`config.mk`:
```
export PLATFORM = sky130hd
export DESIGN_NAME = serial_mem_slave
export DESIGN_NICKNAME = d
export VERILOG_FILES = /design/src/rtl/sms_pkg.sv /design/src/rtl/sms_line_sync.sv /design/src/rtl/sms_cond_detect.sv /design/src/rtl/sms_bit_engine.sv /design/src/rtl/serial_mem_slave.sv
export SDC_FILE = /design/constraint.sdc
export NUM_CORES = 1
export LEC_CHECK = 0
export BUFFER_PORTS_ARGS = -buffer_cell sky130_fd_sc_hd__buf_4
export CAP_MARGIN = 20
export CORE_MARGIN = 1
export CORE_UTILIZATION = 60
export CTS_BUF_LIST = sky130_fd_sc_hd__clkbuf_2 sky130_fd_sc_hd__clkbuf_4 sky130_fd_sc_hd__clkbuf_8
export CTS_CLUSTER_DIAMETER = 120
export DETAILED_ROUTE_END_ITERATION = 8
export HOLD_SLACK_MARGIN = 0.05
export PLACE_DENSITY_LB_ADDON = 0.05
export SETUP_SLACK_MARGIN = 0.1
export SLEW_MARGIN = 30
export SYNTH_ARGS = -nofsm -noshare
export SYNTH_HDL_FRONTEND = slang
export SYNTH_HIERARCHICAL = 1
export SYNTH_SLANG_ARGS = --single-unit
```
`constraint.sdc`:
```
create_clock -name clk -period 4.13 [get_ports clk]
set_input_delay 0.2065 -clock clk [delete_from_list [all_inputs] [get_ports clk]]
set_output_delay 0.2065 -clock clk [all_outputs]
set_load 0.03 [all_outputs]
```
`src/rtl/sms_pkg.sv`:
```
`timescale 1ns/1ps
package sms_pkg;

    typedef enum logic [3:0] {
        ST_IDLE,
        ST_CTRL,
        ST_CTRL_ACK,
        ST_AHI,
        ST_AHI_ACK,
        ST_ALO,
        ST_ALO_ACK,
        ST_WDAT,
        ST_WDAT_ACK,
        ST_RDAT,
        ST_RACK,
        ST_IGNORE
    } sms_state_e;

    localparam logic [3:0] DEV_CODE = 4'b1010;

    function automatic logic is_ack_st(sms_state_e s);
        return (s == ST_CTRL_ACK) || (s == ST_AHI_ACK) ||
               (s == ST_ALO_ACK)  || (s == ST_WDAT_ACK);
    endfunction

    function automatic logic is_byte_st(sms_state_e s);
        return (s == ST_CTRL) || (s == ST_AHI) || (s == ST_ALO) ||
               (s == ST_WDAT) || (s == ST_RDAT);
    endfunction

endpackage

```
`src/rtl/sms_line_sync.sv`:
```
`timescale 1ns/1ps
module sms_line_sync #(
    parameter int STAGES = 2,
    parameter int LINES  = 2
) (
    input  logic             clk,
    input  logic             rst_n,
    input  logic [LINES-1:0] raw_i,
    output logic [LINES-1:0] sync_o
);

    for (genvar g = 0; g < LINES; g++) begin : g_line
        logic [STAGES-1:0] chain;
        always_ff @(posedge clk or negedge rst_n) begin
            if (!rst_n) chain <= '1;
            else        chain <= {chain[STAGES-2:0], raw_i[g]};
        end
        assign sync_o[g] = chain[STAGES-1];
    end

endmodule

```
`src/rtl/sms_cond_detect.sv`:
```
`timescale 1ns/1ps
module sms_cond_detect (
    input  logic clk,
    input  logic rst_n,
    input  logic scl_i,
    input  logic sda_i,
    output logic scl_rise_o,
    output logic scl_fall_o,
    output logic start_o,
    output logic stop_o
);

    logic scl_q;
    logic sda_q;

    always_ff @(posedge clk or negedge rst_n) begin
        if (!rst_n) begin
            scl_q <= 1'b1;
            sda_q <= 1'b1;
        end else begin
            scl_q <= scl_i;
            sda_q <= sda_i;
        end
    end

    assign scl_rise_o = scl_i & ~scl_q;
    assign scl_fall_o = ~scl_i & scl_q;
    assign start_o    = scl_i & scl_q & sda_q & ~sda_i;
    assign stop_o     = scl_i & scl_q & ~sda_q & sda_i;

endmodule

```
`src/rtl/sms_bit_engine.sv`:
```
`timescale 1ns/1ps
module sms_bit_engine #(
    parameter int WIDTH = 8,
    localparam int CW   = $clog2(WIDTH + 1)
) (
    input  logic             clk,
    input  logic             rst_n,
    input  logic             clr_i,
    input  logic             shift_en_i,
    input  logic             bit_i,
    output logic [WIDTH-1:0] byte_o,
    output logic [CW-1:0]    cnt_o,
    output logic             full_o
);

    always_ff @(posedge clk or negedge rst_n) begin
        if (!rst_n) begin
            byte_o <= '0;
            cnt_o  <= '0;
        end else if (clr_i) begin
            cnt_o  <= '0;
        end else if (shift_en_i && (cnt_o < CW'(WIDTH))) begin
            byte_o <= {byte_o[WIDTH-2:0], bit_i};
            cnt_o  <= cnt_o + 1'b1;
        end
    end

    assign full_o = (cnt_o == CW'(WIDTH));

endmodule

```
`src/rtl/serial_mem_slave.sv`:
```
`timescale 1ns/1ps
module serial_mem_slave
    import sms_pkg::*;
#(
    parameter int SYNC_STAGES = 2,
    parameter int ADDR_W      = 15
) (
    input  logic              clk,
    input  logic              rst_n,
    input  logic              scl_in,
    input  logic              sda_in,
    output logic              sda_pull_low,
    input  logic [2:0]        strap_sel,
    input  logic              wr_busy,
    output logic [ADDR_W-1:0] rd_addr,
    input  logic [7:0]        rd_data,
    output logic              wr_valid,
    output logic [ADDR_W-1:0] wr_addr,
    output logic [7:0]        wr_data,
    output logic              wr_commit
);

    localparam int HI_W = ADDR_W - 8;
    localparam int CW   = $clog2(9);

    logic [1:0] raw_w;
    logic [1:0] sync_w;
    logic       scl_rise, scl_fall, start_evt, stop_evt;
    logic [7:0] rx_byte;
    logic [CW-1:0] bit_cnt;
    logic       byte_full;
    logic       eng_clr, eng_shift;

    sms_state_e state_q, state_d;

    logic              sda_low_q;
    logic [ADDR_W-1:0] ptr_q;
    logic [7:0]        tx_q;
    logic              rw_q;
    logic              mack_q;
    logic              wr_seen_q;
    logic              wr_valid_q;
    logic [ADDR_W-1:0] wr_addr_q;
    logic [7:0]        wr_data_q;
    logic              commit_q;
    logic              ctrl_match;

    assign raw_w = {scl_in, sda_in};

    sms_line_sync #(.STAGES(SYNC_STAGES), .LINES(2)) u_sync (
        .clk    (clk),
        .rst_n  (rst_n),
        .raw_i  (raw_w),
        .sync_o (sync_w)
    );

    sms_cond_detect u_cond (
        .clk        (clk),
        .rst_n      (rst_n),
        .scl_i      (sync_w[1]),
        .sda_i      (sync_w[0]),
        .scl_rise_o (scl_rise),
        .scl_fall_o (scl_fall),
        .start_o    (start_evt),
        .stop_o     (stop_evt)
    );

    assign eng_clr   = start_evt | stop_evt | (state_d != state_q);
    assign eng_shift = scl_rise & is_byte_st(state_q);

    sms_bit_engine #(.WIDTH(8)) u_bits (
        .clk        (clk),
        .rst_n      (rst_n),
        .clr_i      (eng_clr),
        .shift_en_i (eng_shift),
        .bit_i      (sync_w[0]),
        .byte_o     (rx_byte),
        .cnt_o      (bit_cnt),
        .full_o     (byte_full)
    );

    assign ctrl_match = (rx_byte[7:4] == DEV_CODE) && (rx_byte[3:1] == strap_sel);

    // next-state logic
    always_comb begin
        state_d = state_q;
        if (stop_evt) begin
            state_d = ST_IDLE;
        end else if (start_evt) begin
            state_d = ST_CTRL;
        end else if (scl_fall) begin
            unique case (state_q)
                ST_IDLE:     state_d = ST_IDLE;
                ST_CTRL:     if (byte_full) state_d = (ctrl_match && !wr_busy) ? ST_CTRL_ACK : ST_IGNORE;
                ST_CTRL_ACK: state_d = rw_q ? ST_RDAT : ST_AHI;
                ST_AHI:      if (byte_full) state_d = wr_busy ? ST_IGNORE : ST_AHI_ACK;
                ST_AHI_ACK:  state_d = ST_ALO;
                ST_ALO:      if (byte_full) state_d = wr_busy ? ST_IGNORE : ST_ALO_ACK;
                ST_ALO_ACK:  state_d = ST_WDAT;
                ST_WDAT:     if (byte_full) state_d = wr_busy ? ST_IGNORE : ST_WDAT_ACK;
                ST_WDAT_ACK: state_d = ST_WDAT;
                ST_RDAT:     if (byte_full) state_d = ST_RACK;
                ST_RACK:     state_d = mack_q ? ST_RDAT : ST_IGNORE;
                ST_IGNORE:   state_d = ST_IGNORE;
                default:     state_d = ST_IDLE;
            endcase
        end
    end

    // state register
    always_ff @(posedge clk or negedge rst_n) begin
        if (!rst_n) state_q <= ST_IDLE;
        else        state_q <= state_d;
    end

    // outputs and datapath
    always_ff @(posedge clk or negedge rst_n) begin
        if (!rst_n) begin
            sda_low_q  <= 1'b0;
            ptr_q      <= '0;
            tx_q       <= '0;
            rw_q       <= 1'b0;
            mack_q     <= 1'b0;
            wr_seen_q  <= 1'b0;
            wr_valid_q <= 1'b0;
            wr_addr_q  <= '0;
            wr_data_q  <= '0;
            commit_q   <= 1'b0;
        end else begin
            wr_valid_q <= 1'b0;
            commit_q   <= 1'b0;
            if (start_evt) begin
                sda_low_q <= 1'b0;
                wr_seen_q <= 1'b0;
            end else if (stop_evt) begin
                sda_low_q <= 1'b0;
                commit_q  <= wr_seen_q;
                wr_seen_q <= 1'b0;
            end else begin
                if (scl_rise && state_q == ST_RACK)
                    mack_q <= ~sync_w[0];
                if (scl_fall) begin
                    sda_low_q <= 1'b0;
                    if (state_d != state_q && is_ack_st(state_d))
                        sda_low_q <= 1'b1;
                    if (state_q == ST_CTRL && state_d == ST_CTRL_ACK)
                        rw_q <= rx_byte[0];
                    if (state_q == ST_AHI && state_d == ST_AHI_ACK)
                        ptr_q[ADDR_W-1:8] <= rx_byte[HI_W-1:0];
                    if (state_q == ST_ALO && state_d == ST_ALO_ACK)
                        ptr_q[7:0] <= rx_byte;
                    if (state_q == ST_WDAT && state_d == ST_WDAT_ACK) begin
                        wr_valid_q <= 1'b1;
                        wr_addr_q  <= ptr_q;
                        wr_data_q  <= rx_byte;
                        ptr_q      <= ptr_q + 1'b1;
                        wr_seen_q  <= 1'b1;
                    end
                    if (state_q == ST_RDAT && state_d == ST_RACK)
                        ptr_q <= ptr_q + 1'b1;
                    if (state_d == ST_RDAT && state_q != ST_RDAT) begin
                        tx_q      <= {rd_data[6:0], 1'b0};
                        sda_low_q <= ~rd_data[7];
                    end else if (state_q == ST_RDAT && state_d == ST_RDAT && bit_cnt != '0) begin
                        sda_low_q <= ~tx_q[7];
                        tx_q      <= {tx_q[6:0], 1'b0};
                    end
                end
            end
        end
    end

    assign sda_pull_low = sda_low_q;
    assign rd_addr      = ptr_q;
    assign wr_valid     = wr_valid_q;
    assign wr_addr      = wr_addr_q;
    assign wr_data      = wr_data_q;
    assign wr_commit    = commit_q;

    // an acknowledge pull-down only begins when busy was low at the decision
    assert_ack_gated_R5: assert property (@(posedge clk) disable iff (!rst_n)
        ($rose(sda_low_q) && is_ack_st(state_q)) |-> !$past(wr_busy));

    // pull-down moves only after a seen SCL fall or a bus condition
    assert_launch_after_fall_R12: assert property (@(posedge clk) disable iff (!rst_n)
        (sda_low_q != $past(sda_low_q)) |-> $past(scl_fall || start_evt || stop_evt));

    // a Start always restarts control-byte reception with an empty count
    assert_restart_ctrl_R11: assert property (@(posedge clk) disable iff (!rst_n)
        $past(start_evt) |-> (state_q == ST_CTRL && bit_cnt == '0));

    // ignore state keeps the line released
    assert_ignore_quiet_R8: assert property (@(posedge clk) disable iff (!rst_n)
        (state_q == ST_IGNORE) |-> !sda_low_q);

    // write strobes last one cycle
    assert_wr_strobe_R9: assert property (@(posedge clk) disable iff (!rst_n)
        wr_valid_q |=> !wr_valid_q);

endmodule

```
# ---- After elaboration in Yosys (flattened, before gate mapping)
# Index checks and enable logic that the tools add are counted.
dict set report word_totals {
  reg_bits 74
  out_inout_bits 41
}
dict set report classes {
  n_eq_ne 22
  reduce_logical 37
  bitwise_logic 19
  add_sub_neg 2
  n_lt_le_gt_ge 1
  n_mux 39
}
# op count
set op_table {}
lappend op_table {{2-to-1 mux 4 bit} 14}
lappend op_table {{one-hot mux 4 bit (10 select lines)} 1}
lappend op_table {{== test 4 bit (second input constant)} 9}
lappend op_table {{2-to-1 mux 15 bit} 2}
lappend op_table {{== test 4 x 3 -> 1 bit (second input constant)} 6}
lappend op_table {{2-to-1 mux 8 bit} 3}
lappend op_table {{AND reduction 4 bit} 5}
lappend op_table {{2-to-1 mux 1 bit} 16}
lappend op_table {{adder 15 x 1 -> 15 bit (second input constant)} 1}
lappend op_table {{logical AND 1 bit} 13}
lappend op_table {{== test 4 x 2 -> 1 bit (second input constant)} 3}
lappend op_table {{nonzero test 3 bit} 4}
lappend op_table {{NOT 1 bit} 9}
lappend op_table {{AND 1 bit} 8}
lappend op_table {{logical OR 1 bit} 7}
lappend op_table {{2-to-1 mux 7 bit} 1}
lappend op_table {{adder 4 x 1 -> 4 bit (second input constant)} 1}
lappend op_table {{== test 4 x 1 -> 1 bit (second input constant)} 1}
lappend op_table {{less-than comparator 4 bit (second input constant)} 1}
lappend op_table {{2-to-1 mux 2 bit} 2}
lappend op_table {{inequality test 4 bit} 1}
lappend op_table {{inequality test 4 bit (second input constant)} 1}
lappend op_table {{AND reduction 2 bit} 2}
lappend op_table {{nonzero test 2 bit} 2}
lappend op_table {{other kinds (6)} 7}

# ---- Logic depth before layout (Yosys ltp)
# Gate-level depths: netlist of run 1.
dict set report logic_depth {
  ltp_word 20
  depth_mapped 14
}

# ---- Modules after synthesis
# Netlist of run 1, hierarchy kept.
# mod n_inst area_each_um2 seq_area_each_um2 cells_each
set modules_own_cells {}
lappend modules_own_cells {serial_mem_slave 1 3298.2 1376.3 327}
lappend modules_own_cells {sms_bit_engine 1 558.0 300.3 38}
lappend modules_own_cells {sms_line_sync 1 120.1 105.1 6}
lappend modules_own_cells {sms_cond_detect 1 85.1 52.6 6}

# ---- Least setup slack after synthesis of run 1
# Ideal clock, no wire load.
dict set report synth_timing {
  path_type {reg-to-reg}
  from {register u_sync.g_line[0].chain[1]}
  to {register wr_addr_q[0], in the netlist wr_addr[0]}
  slack_ns 1.135
  synth_period_minus_slack_ns 2.995
  arrival_ns 2.870
  required_ns 4.005
  stages_incl_launch_ff 12
  setup_ns 0.125
  path_cell_list {dfstp_2 -> buf_4 -> and4b_1 -> or2_1 -> buf_6 -> nor4b_4 -> nand3_2 -> o211a_1 -> or3_4 -> nor2_4 -> buf_6 -> mux2_2}
}
dict set report synth_via {
  elab_chain_cells 7
  elab_cells_between_ends 10
  classes_between {eq/ne (1); mux (2); bitwise (5); reduce/logical (2)}
}
# item line
set synth_lines {}
lappend synth_lines {{start, declared} sms_line_sync.sv:13} ;# logic [STAGES-1:0] chain;
lappend synth_lines {{start signal, assigned} sms_line_sync.sv:16} ;# else chain <= {chain[STAGES-2:0], raw_i[g]};
lappend synth_lines {{NOT 1 bit *} sms_cond_detect.sv:28} ;# assign start_o = scl_i & scl_q & sda_q & ~sda_i;
lappend synth_lines {{AND 1 bit *} sms_cond_detect.sv:28}
lappend synth_lines {{named net start_evt} serial_mem_slave.sv:28} ;# logic scl_rise, scl_fall, start_evt, stop_evt;
lappend synth_lines {{2-to-1 mux 4 bit} serial_mem_slave.sv:89} ;# end else if (start_evt) begin
lappend synth_lines {{2-to-1 mux 4 bit} serial_mem_slave.sv:87} ;# if (stop_evt) begin
lappend synth_lines {{== test 4 bit} serial_mem_slave.sv:152} ;# if (state_q == ST_WDAT && state_d == ST_WDAT_ACK) begin
lappend synth_lines {{logical AND 1 bit} serial_mem_slave.sv:152}
lappend synth_lines {{AND reduction 4 bit (no line) *} n/a}
lappend synth_lines {{end signal, assigned} serial_mem_slave.sv:154} ;# wr_addr_q <= ptr_q;
lappend synth_lines {{end, declared} serial_mem_slave.sv:43} ;# logic [ADDR_W-1:0] wr_addr_q;
# The timed path passes the listed nets; every way through them passes the cells marked *.
# A chain may end at the register's enable or synchronous reset.

# ---- Final worst setup path of run 1
dict set report layout_timing {
  from {register u_cond.sda_q}
  to {register wr_addr_q[7], in the netlist wr_addr[7]}
}
dict set report layout_via {
  elab_chain_cells 7
  elab_cells_between_ends 12
  classes_between {eq/ne (1); mux (2); bitwise (7); reduce/logical (2)}
}
# item line
set layout_lines {}
lappend layout_lines {{start, declared} sms_cond_detect.sv:14} ;# logic sda_q;
lappend layout_lines {{start signal, assigned} sms_cond_detect.sv:22} ;# sda_q <= sda_i;
lappend layout_lines {{NOT 1 bit *} sms_cond_detect.sv:29} ;# assign stop_o = scl_i & scl_q & ~sda_q & sda_i;
lappend layout_lines {{AND 1 bit * (2 in series)} sms_cond_detect.sv:29}
lappend layout_lines {{named net stop_evt} serial_mem_slave.sv:28}
lappend layout_lines {{2-to-1 mux 4 bit} serial_mem_slave.sv:87}
lappend layout_lines {{== test 4 bit} serial_mem_slave.sv:152}
lappend layout_lines {{logical AND 1 bit} serial_mem_slave.sv:152}
lappend layout_lines {{AND reduction 4 bit (no line) *} n/a}
# Marks and branches as above.

==> results.txt, run 1 <==
----------------------------------------------------
[Synthesis]
  Synthesized instance count ... 377
  Flip-flop cell with the highest count after synthesis ... sky130_fd_sc_hd__dfrtp_1
  Number of register bits inferred by synthesis ... 73
  Number of distinct library cell variants in the gate-level netlist after synthesis ... 76
  Mapped Avg Cell Area ... 10.8 sq um
  Nets in the synthesized netlist ... 396
  EDFF count, synth ... 0
  Sequential element share of the synthesized area ... 45.2%
  Netlist Area Pre-Place ... 0.00406 sq mm
  Share of synthesized registers carrying an async set or reset ... 100%
  Synth warn ... 6

[GRT]
  First-pass GRT wire length ... 15500 um
  Global-route usage over all layers ... 28.2%
  Met1 Resource Use GR ... 38.2%
  Maximum number of pins on one net before global-route repair ... 74
  Met3 usage in global routing ... 4.52%
  Overflow left after global routing ... 0
  Number of global-route vias before repair ... 3062
  Number of antenna violations at the first check in global routing ... 0
  Most Used Layer, Global Route ... met2
  Met2 Resource Use GR ... 46.3%

[CTS]
  Maximum count of clock buffers along a single path ... 2
  TritonCTS clock tree ... yes
  Clock root buffer master ... sky130_fd_sc_hd__clkbuf_8
  Clock slew at reported path FFs ... 80 ps
  Clk_lat worst skew ... 350 ps
  CTS H-tree lvls ... 3
  Total clock buffers created by CTS ... 9
  Number of instances resized during post-cts repair ... 0
  Number of clock sinks ... 73

[Cells and area]
  Layout cell share with drive strength beyond 1 ... 32.9%
  Leading cell type in the layout, fill and taps excluded ... sky130_fd_sc_hd__dfrtp_1
  Cell area after layout ... 0.00469 sq mm
  Layout-stage area growth over the synthesis result ... 15.5%
  Utilization of the core after routing ... 72.6%
  Nets ... 452
  Highest-count cells in the layout ignoring fill and taps ... sky130_fd_sc_hd__dfrtp_1, sky130_fd_sc_hd__buf_4, sky130_fd_sc_hd__nand2_1, sky130_fd_sc_hd__mux2_2, sky130_fd_sc_hd__nor2_1
  Count of antenna diodes in the layout ... 0

[Floorplanning]
  Die extent in y ... 84.3 um
  Die Outline Area ... 0.00710 sq mm
  Number of standard-cell rows in the floorplan ... 29
  Placeable core area ... 0.00646 sq mm
  Number of placed I/O pins ... 57
  Starting density of the core ... 62.9%
  Die X ... 84.3 um

[Timing]
  Transition at the pin with the smallest max-transition slack ... 688 ps
  Highest Clock Rate ... 0.290 GHz
  Final worst clock skew ... 13.0 ps
  Period utilization ... 83.5%
  Number of failing setup endpoints in the final timing report ... 0
  Worst slew margin relative to its limit ... 53.8%
  Min cycle time layout ... 3450 ps
  Total Negative Setup Slacks ... 0 ps
  RSZ-0062 raised after global routing ... no
  Count of endpoints failing hold in the final timing report ... 0
  Count of final max-slew check failures ... 0

[Power]
  Leak pwr ... 2.18 nW
  Worst voltage drop across the vdd grid ... 0.346 mV
  Power density cells ... 547 mW/mm^2

[Worst setup path]
  Endpoint type of the worst setup path ... register
  Register-to-register path setup slack ... 680 ps
  Highest fanout seen on the critical path ... 24
  CP Data Required Time ... 4360 ps
  Kind of critical path ... reg -> reg
  Number of cells on the worst reg-to-reg path ... 9
  Critical Path Source Type ... register
  Arrival time of data at the critical path endpoint ... 3680 ps

[Route]
  Remaining antenna violation count after routing ... 0
  Number of detailed-route iterations in the first pass ... 7
  Initial drt markers ... 194
  Vias ... 3185
  Routed length per placed instance ... 18.1 um
  Vias per std cell ... 6.18
  Wire length reported by the detailed router ... 9330 um
  DRC ... 13

[Placed design]
  Post-detail-place hpwl ... 6510 um
  Cell area after placement ... 0.00448 sq mm
  IO Port Bufs ... 56
  Final GP Congestion ... 0.961

[Run status]
  Status ... complete, but fails checks
  Failing checks ... design-rule violations

[Min path]
  Class of the most critical hold timing path ... in -> reg
  Worst hold stages ... 3

[Flow run]
  Number of maximum-capacitance violations ... 0

----------------------------------------------------
==> cell usage after synthesis, types with 8 or more instances <==
library cell               n  share of area (%)
sky130_fd_sc_hd__dfrtp_1  67                 41
sky130_fd_sc_hd__nand2_1  26                2.4
sky130_fd_sc_hd__mux2_2   25                6.9
sky130_fd_sc_hd__nor2_1   23                2.1
sky130_fd_sc_hd__inv_1    22                2.0
sky130_fd_sc_hd__a21oi_1  13                1.6
sky130_fd_sc_hd__mux2i_1  12                3.0
sky130_fd_sc_hd__nand3_1   9                1.1
sky130_fd_sc_hd__a31oi_1   8                1.2
sky130_fd_sc_hd__a41oi_1   8                1.7
sky130_fd_sc_hd__mux2_4    8                3.0
sky130_fd_sc_hd__nor3_1    8               0.99
sky130_fd_sc_hd__o21ai_0   8               0.99
==> cell type report <==
cell class	count	area [sq um]
Clock buffer	10	131
Clock inverter	6	43.8
Fill cell	493	1770
Inverter	23	86.3
Multi-Input combinational cell	259	1980
Sequential cell	73	1830
Tap cell	77	96.3
Timing Repair Buffer	67	514
==> layer usage <==
metal	part of all wire (%)	vias up
met3	4.3	7
li1	-	1504
met5	0	-
met4	1.0	0
met1	46	1583
met2	49	91
==> worst paths after layout <==
check                                           from                         to
max                                     u_cond/sda_q                 wr_addr[7]
min                                       rd_data[5]                    tx_q[6]
max reg2reg                             u_cond/sda_q                 wr_addr[7]
min reg2reg                u_sync/g_line[1].chain[0]  u_sync/g_line[1].chain[1]
max in group asynchronous                      rst_n           u_bits/byte_o[4]
min in group asynchronous                      rst_n                    tx_q[6]
==> cell families (layout without fill, tap and decap cells) <==
group                      after synthesis  after routing  share of synthesized area (%)
DFF                                     73             73                           45.2
and+or+nand+nor                        115            115                           16.6
xor gates and xnor gates                 5              5                           1.08
AOI/OAI and AO/OA                       90             90                           17.1
adders and majority gates                4              4                           1.17
muxes                                   45             45                           12.8
buffers and inverters                   45            106                           6.01
==> stage by stage <==
stage / worst slack [ps] / cells / power [mW] / hold WS [ps]
6_report: 680 / 515 / 2.56 / 155
5_1_grt: 520 / 515 / 2.72 / 172
4_1_cts: 695 / 515 / 2.57 / 149
3_5_place_dp: 698 / 496 / 2.07 / 319
3_3_place_gp: 722 / 496 / 2.05 / 316
2_1_floorplan: 1140 / 377 / 1.75 / -89.1
==> power by group <==
part / total, mW / switching [mW] / internal (mW)
Clock: 0.498 / 0.273 / 0.225
Sequential: 1.09 / 0.225 / 0.860
Combinational: 0.982 / 0.577 / 0.405
==> sequential cells by signal (all words and copies together) (netlist names), 4 cells and up <==
register / count
state_q: 4
rd_addr: 15
u_bits/byte_o: 8
wr_addr: 15
u_sync/g_line.chain: 4
tx_q: 7
wr_data: 8
u_bits/cnt_o: 4
==> what timing repair did <==
| item | in CTS | in global routing |
|---|---|---|
| endpoints found under the hold margin | 69 | 0 |
| hold buffers | 3 | 0 |
| setup buffers | 0 | 0 |
==> worst max-delay path, cell delays in order, from the launching register on <==
cell and delay (ps):
sky130_fd_sc_hd__dfstp_2 520, sky130_fd_sc_hd__and4b_1 270, sky130_fd_sc_hd__or2_1 380, sky130_fd_sc_hd__nor4b_4 460, sky130_fd_sc_hd__nand3_2 170, sky130_fd_sc_hd__o211a_1 290, sky130_fd_sc_hd__or3_4 430, sky130_fd_sc_hd__nor2_4 100
sky130_fd_sc_hd__buf_4 320, sky130_fd_sc_hd__mux2_2 390
Note: power is estimated with default switching activity, not from simulation.
==> inputs of run 2 (changes only) <==
- clock period: 4.13 -> 3.5 ns (I/O delays scaled with it)
==> results.txt, run 2 (synthesized netlist as in run 1, its figures left out) <==
----------------------------------------------------
[Min path]
  Worst hold stages ... 3 (unchanged)
  Origin of the worst min-delay path ... rd_data[3] (was rd_data[5])
  Class of the most critical hold timing path ... in -> reg (unchanged)

[Floorplanning]
  Starting density of the core ... 62.9% (unchanged)
  Die extent in y ... 84.3 um (unchanged)
  Die X ... 84.3 um (unchanged)
  Number of placed I/O pins ... 57 (unchanged)
  Die Outline Area ... 0.00710 sq mm (unchanged)
  Placeable core area ... 0.00646 sq mm (unchanged)
  Number of standard-cell rows in the floorplan ... 29 (unchanged)

[Cells and area]
  Count of antenna diodes in the layout ... 0 (unchanged)
  Layout-stage area growth over the synthesis result ... 17.3% (was 15.5%)
  Filler-free cell count of the finished design ... 520 (was 515)
  Utilization of the core after routing ... 73.8% (was 72.6%)
  Layout cell share with drive strength beyond 1 ... 33.9% (was 32.9%)
  Nets ... 457 (was 452)
  Highest-count cells in the layout ignoring fill and taps ... sky130_fd_sc_hd__buf_4, sky130_fd_sc_hd__dfrtp_1, sky130_fd_sc_hd__nand2_1, sky130_fd_sc_hd__mux2_2, sky130_fd_sc_hd__nor2_1 (was sky130_fd_sc_hd__dfrtp_1, sky130_fd_sc_hd__buf_4, sky130_fd_sc_hd__nand2_1, sky130_fd_sc_hd__mux2_2, sky130_fd_sc_hd__nor2_1)

[Worst setup path]
  Most numerous cell on the critical path ... sky130_fd_sc_hd__nand2_1
  Arrival time of data at the critical path endpoint ... 3440 ps (was 3680 ps)
  Family of cells with the greatest summed delay on the critical path ... simple AND/OR/NAND/NOR gates (unchanged)
  Critical Path Stages ... 12 (was 9)
  Number of cells on the worst reg-to-reg path ... 12 (was 9)
  CP Data Required Time ... 3720 ps (was 4360 ps)
  Kind of critical path ... reg -> reg (unchanged)
  End of the worst register-to-register path ... wr_data[7] (was wr_addr[7])
  Slowest Stage Delay on Critical Path ... 490 ps (was 520 ps)
  Register-to-register path setup slack ... 280 ps (was 680 ps)
  Series of cell instances along the critical path ... inv_1, ha_1, nand2_1, nor2_1, nor2b_2, o32ai_2, a32oi_1, nand2_1, or3_4, nor2_4, buf_12, mux2_2 (was and4b_1, or2_1, nor4b_4, nand3_2, o211a_1, or3_4, nor2_4, buf_4, mux2_2)
  Worst setup endpoint ... wr_data[7] (was wr_addr[7])
  CP max stage cell ... sky130_fd_sc_hd__or3_4 (was sky130_fd_sc_hd__dfstp_2)
  Critical Path Start ... u_bits/cnt_o[0] (was u_cond/sda_q)
  Worst R2R Start ... u_bits/cnt_o[0] (was u_cond/sda_q)
  Endpoint type of the worst setup path ... register (unchanged)
  Highest fanout seen on the critical path ... 24 (unchanged)
  Critical path buffer and inverter count ... 2 (was 1)
  Critical Path Source Type ... register (unchanged)

[Placed design]
  IO Port Bufs ... 56 (unchanged)
  Final GP Congestion ... 0.914 (was 0.961)
  Post-detail-place hpwl ... 6430 um (was 6510 um)
  # placed instances ... 501 (was 496)

[Route]
  Vias per std cell ... 6.15 (was 6.18)
  Number of detailed-route iterations in the first pass ... 6 (was 7)
  Routed length per placed instance ... 17.7 um (was 18.1 um)
  DRC ... 12 (was 13)
  Wire length reported by the detailed router ... 9210 um (was 9330 um)
  Initial drt markers ... 197 (was 194)
  Vias ... 3197 (was 3185)
  Remaining antenna violation count after routing ... 0 (unchanged)

[Timing]
  RSZ-0062 raised after global routing ... no (unchanged)
  Count of final max-slew check failures ... 0 (unchanged)
  Total Negative Setup Slacks ... 0 ps (unchanged)
  Worst slew margin relative to its limit ... 53.8% (about the same)
  Highest Clock Rate ... 0.311 GHz (was 0.290 GHz)
  Count of endpoints failing hold in the final timing report ... 0 (unchanged)
  Number of failing setup endpoints in the final timing report ... 0 (unchanged)
  Period utilization ... 91.9% (was 83.5%)
  Final worst clock skew ... 13.0 ps (about the same)
  Transition at the pin with the smallest max-transition slack ... 687 ps (was 688 ps)
  Min cycle time layout ... 3220 ps (was 3450 ps)

[Run status]
  Status ... complete, but fails checks (unchanged)
  Failing checks ... design-rule violations (unchanged)

[Power]
  Power density cells ... 659 mW/mm^2 (was 547 mW/mm^2)
  Power, Total ... 3.14 mW (was 2.56 mW)
  Leak pwr ... 2.22 nW (was 2.18 nW)
  Worst voltage drop across the vdd grid ... 0.438 mV (was 0.346 mV)

[GRT]
  Number of global-route vias before repair ... 3119 (was 3062)
  Maximum number of pins on one net before global-route repair ... 74 (unchanged)
  Number of antenna violations at the first check in global routing ... 0 (unchanged)
  First-pass GRT wire length ... 15600 um (was 15500 um)
  Global-route usage over all layers ... 28.1% (was 28.2%)
  Overflow left after global routing ... 0 (unchanged)

[CTS]
  TritonCTS clock tree ... yes (unchanged)
  CTS H-tree lvls ... 3 (unchanged)
  Clk_lat worst skew ... 350 ps (about the same)
  Post-CTS setup-driven buffer insertion count ... 0 (unchanged)
  Clock root buffer master ... sky130_fd_sc_hd__clkbuf_8 (unchanged)
  Total clock buffers created by CTS ... 9 (unchanged)
  Maximum count of clock buffers along a single path ... 2 (unchanged)
  Number of clock sinks ... 73 (unchanged)
  Clock slew at reported path FFs ... 80 ps (about the same)

[Flow run]
  Number of maximum-capacitance violations ... 0 (unchanged)

----------------------------------------------------
[run 2: where the power goes]
part / internal, mW / switching, mW / leakage (nW)
Clock: 0.340 / 0.323 / 0.0963
Sequential: 1.02 / 0.263 / 0.945
Combinational: 0.502 / 0.697 / 1.18
Total: 1.86 / 1.28 / 2.22
[run 2: through the flow]
step | area (sq um) | hold WS (ps) | worst slack (ps)
final | 4770 | 129 | 284
after global routing | 4770 | 151 | 113
after CTS | 4760 | 124 | 203
after detailed placement | 4530 | 285 | 235
after global placement | 4530 | 285 | 256
after floorplan | 4060 | -121 | 505
[run 2: how the worst min path moves through the flow]
stage | to
floorplan | mack_q
global placement | u_sync/g_line[1].chain[0]
detailed placement | u_sync/g_line[0].chain[0]
CTS | tx_q[4]
global route | tx_q[7]
finish | tx_q[4]
[run 2: metal layers]
metal | global-route usage [%] | wire length, um
met1 | 39.8 | 4320
met3 | 4.62 | 387
met5 | 0 | 0
met2 | 44.6 | 4400
met4 | 8.78 | 110
[run 2: cell type report]
| cell class | instances | area, sq um |
|---|---|---|
| well taps | 77 | 96.3 |
| fillers | 476 | 1690 |
| repair buffers | 72 | 564 |
| multi-input cells | 259 | 1990 |
| inverters | 23 | 86.3 |
| clock buffers | 10 | 131 |
| flip-flops and latches | 73 | 1830 |
| clock inverters | 6 | 67.6 |
[run 2: worst reg2reg max path, cell delays in order, from the launching register on]
cell and delay (ps):
sky130_fd_sc_hd__dfrtp_1 450, sky130_fd_sc_hd__inv_1 100, sky130_fd_sc_hd__ha_1 150, sky130_fd_sc_hd__nand2_1 60, sky130_fd_sc_hd__nor2_1 130, sky130_fd_sc_hd__nor2b_2 300, sky130_fd_sc_hd__o32ai_2 160, sky130_fd_sc_hd__a32oi_1 390
sky130_fd_sc_hd__nand2_1 170, sky130_fd_sc_hd__or3_4 490, sky130_fd_sc_hd__nor2_4 140, sky130_fd_sc_hd__buf_12 180, sky130_fd_sc_hd__mux2_2 380
[run 2: repair_timing]
| item | in CTS | in global routing |
|---|---|---|
| endpoints found under the hold margin | 69 | 0 |
| setup endpoints to repair | 0 | 29 |
| resized for setup | 0 | 1 |
| hold buffers | 3 | 0 |
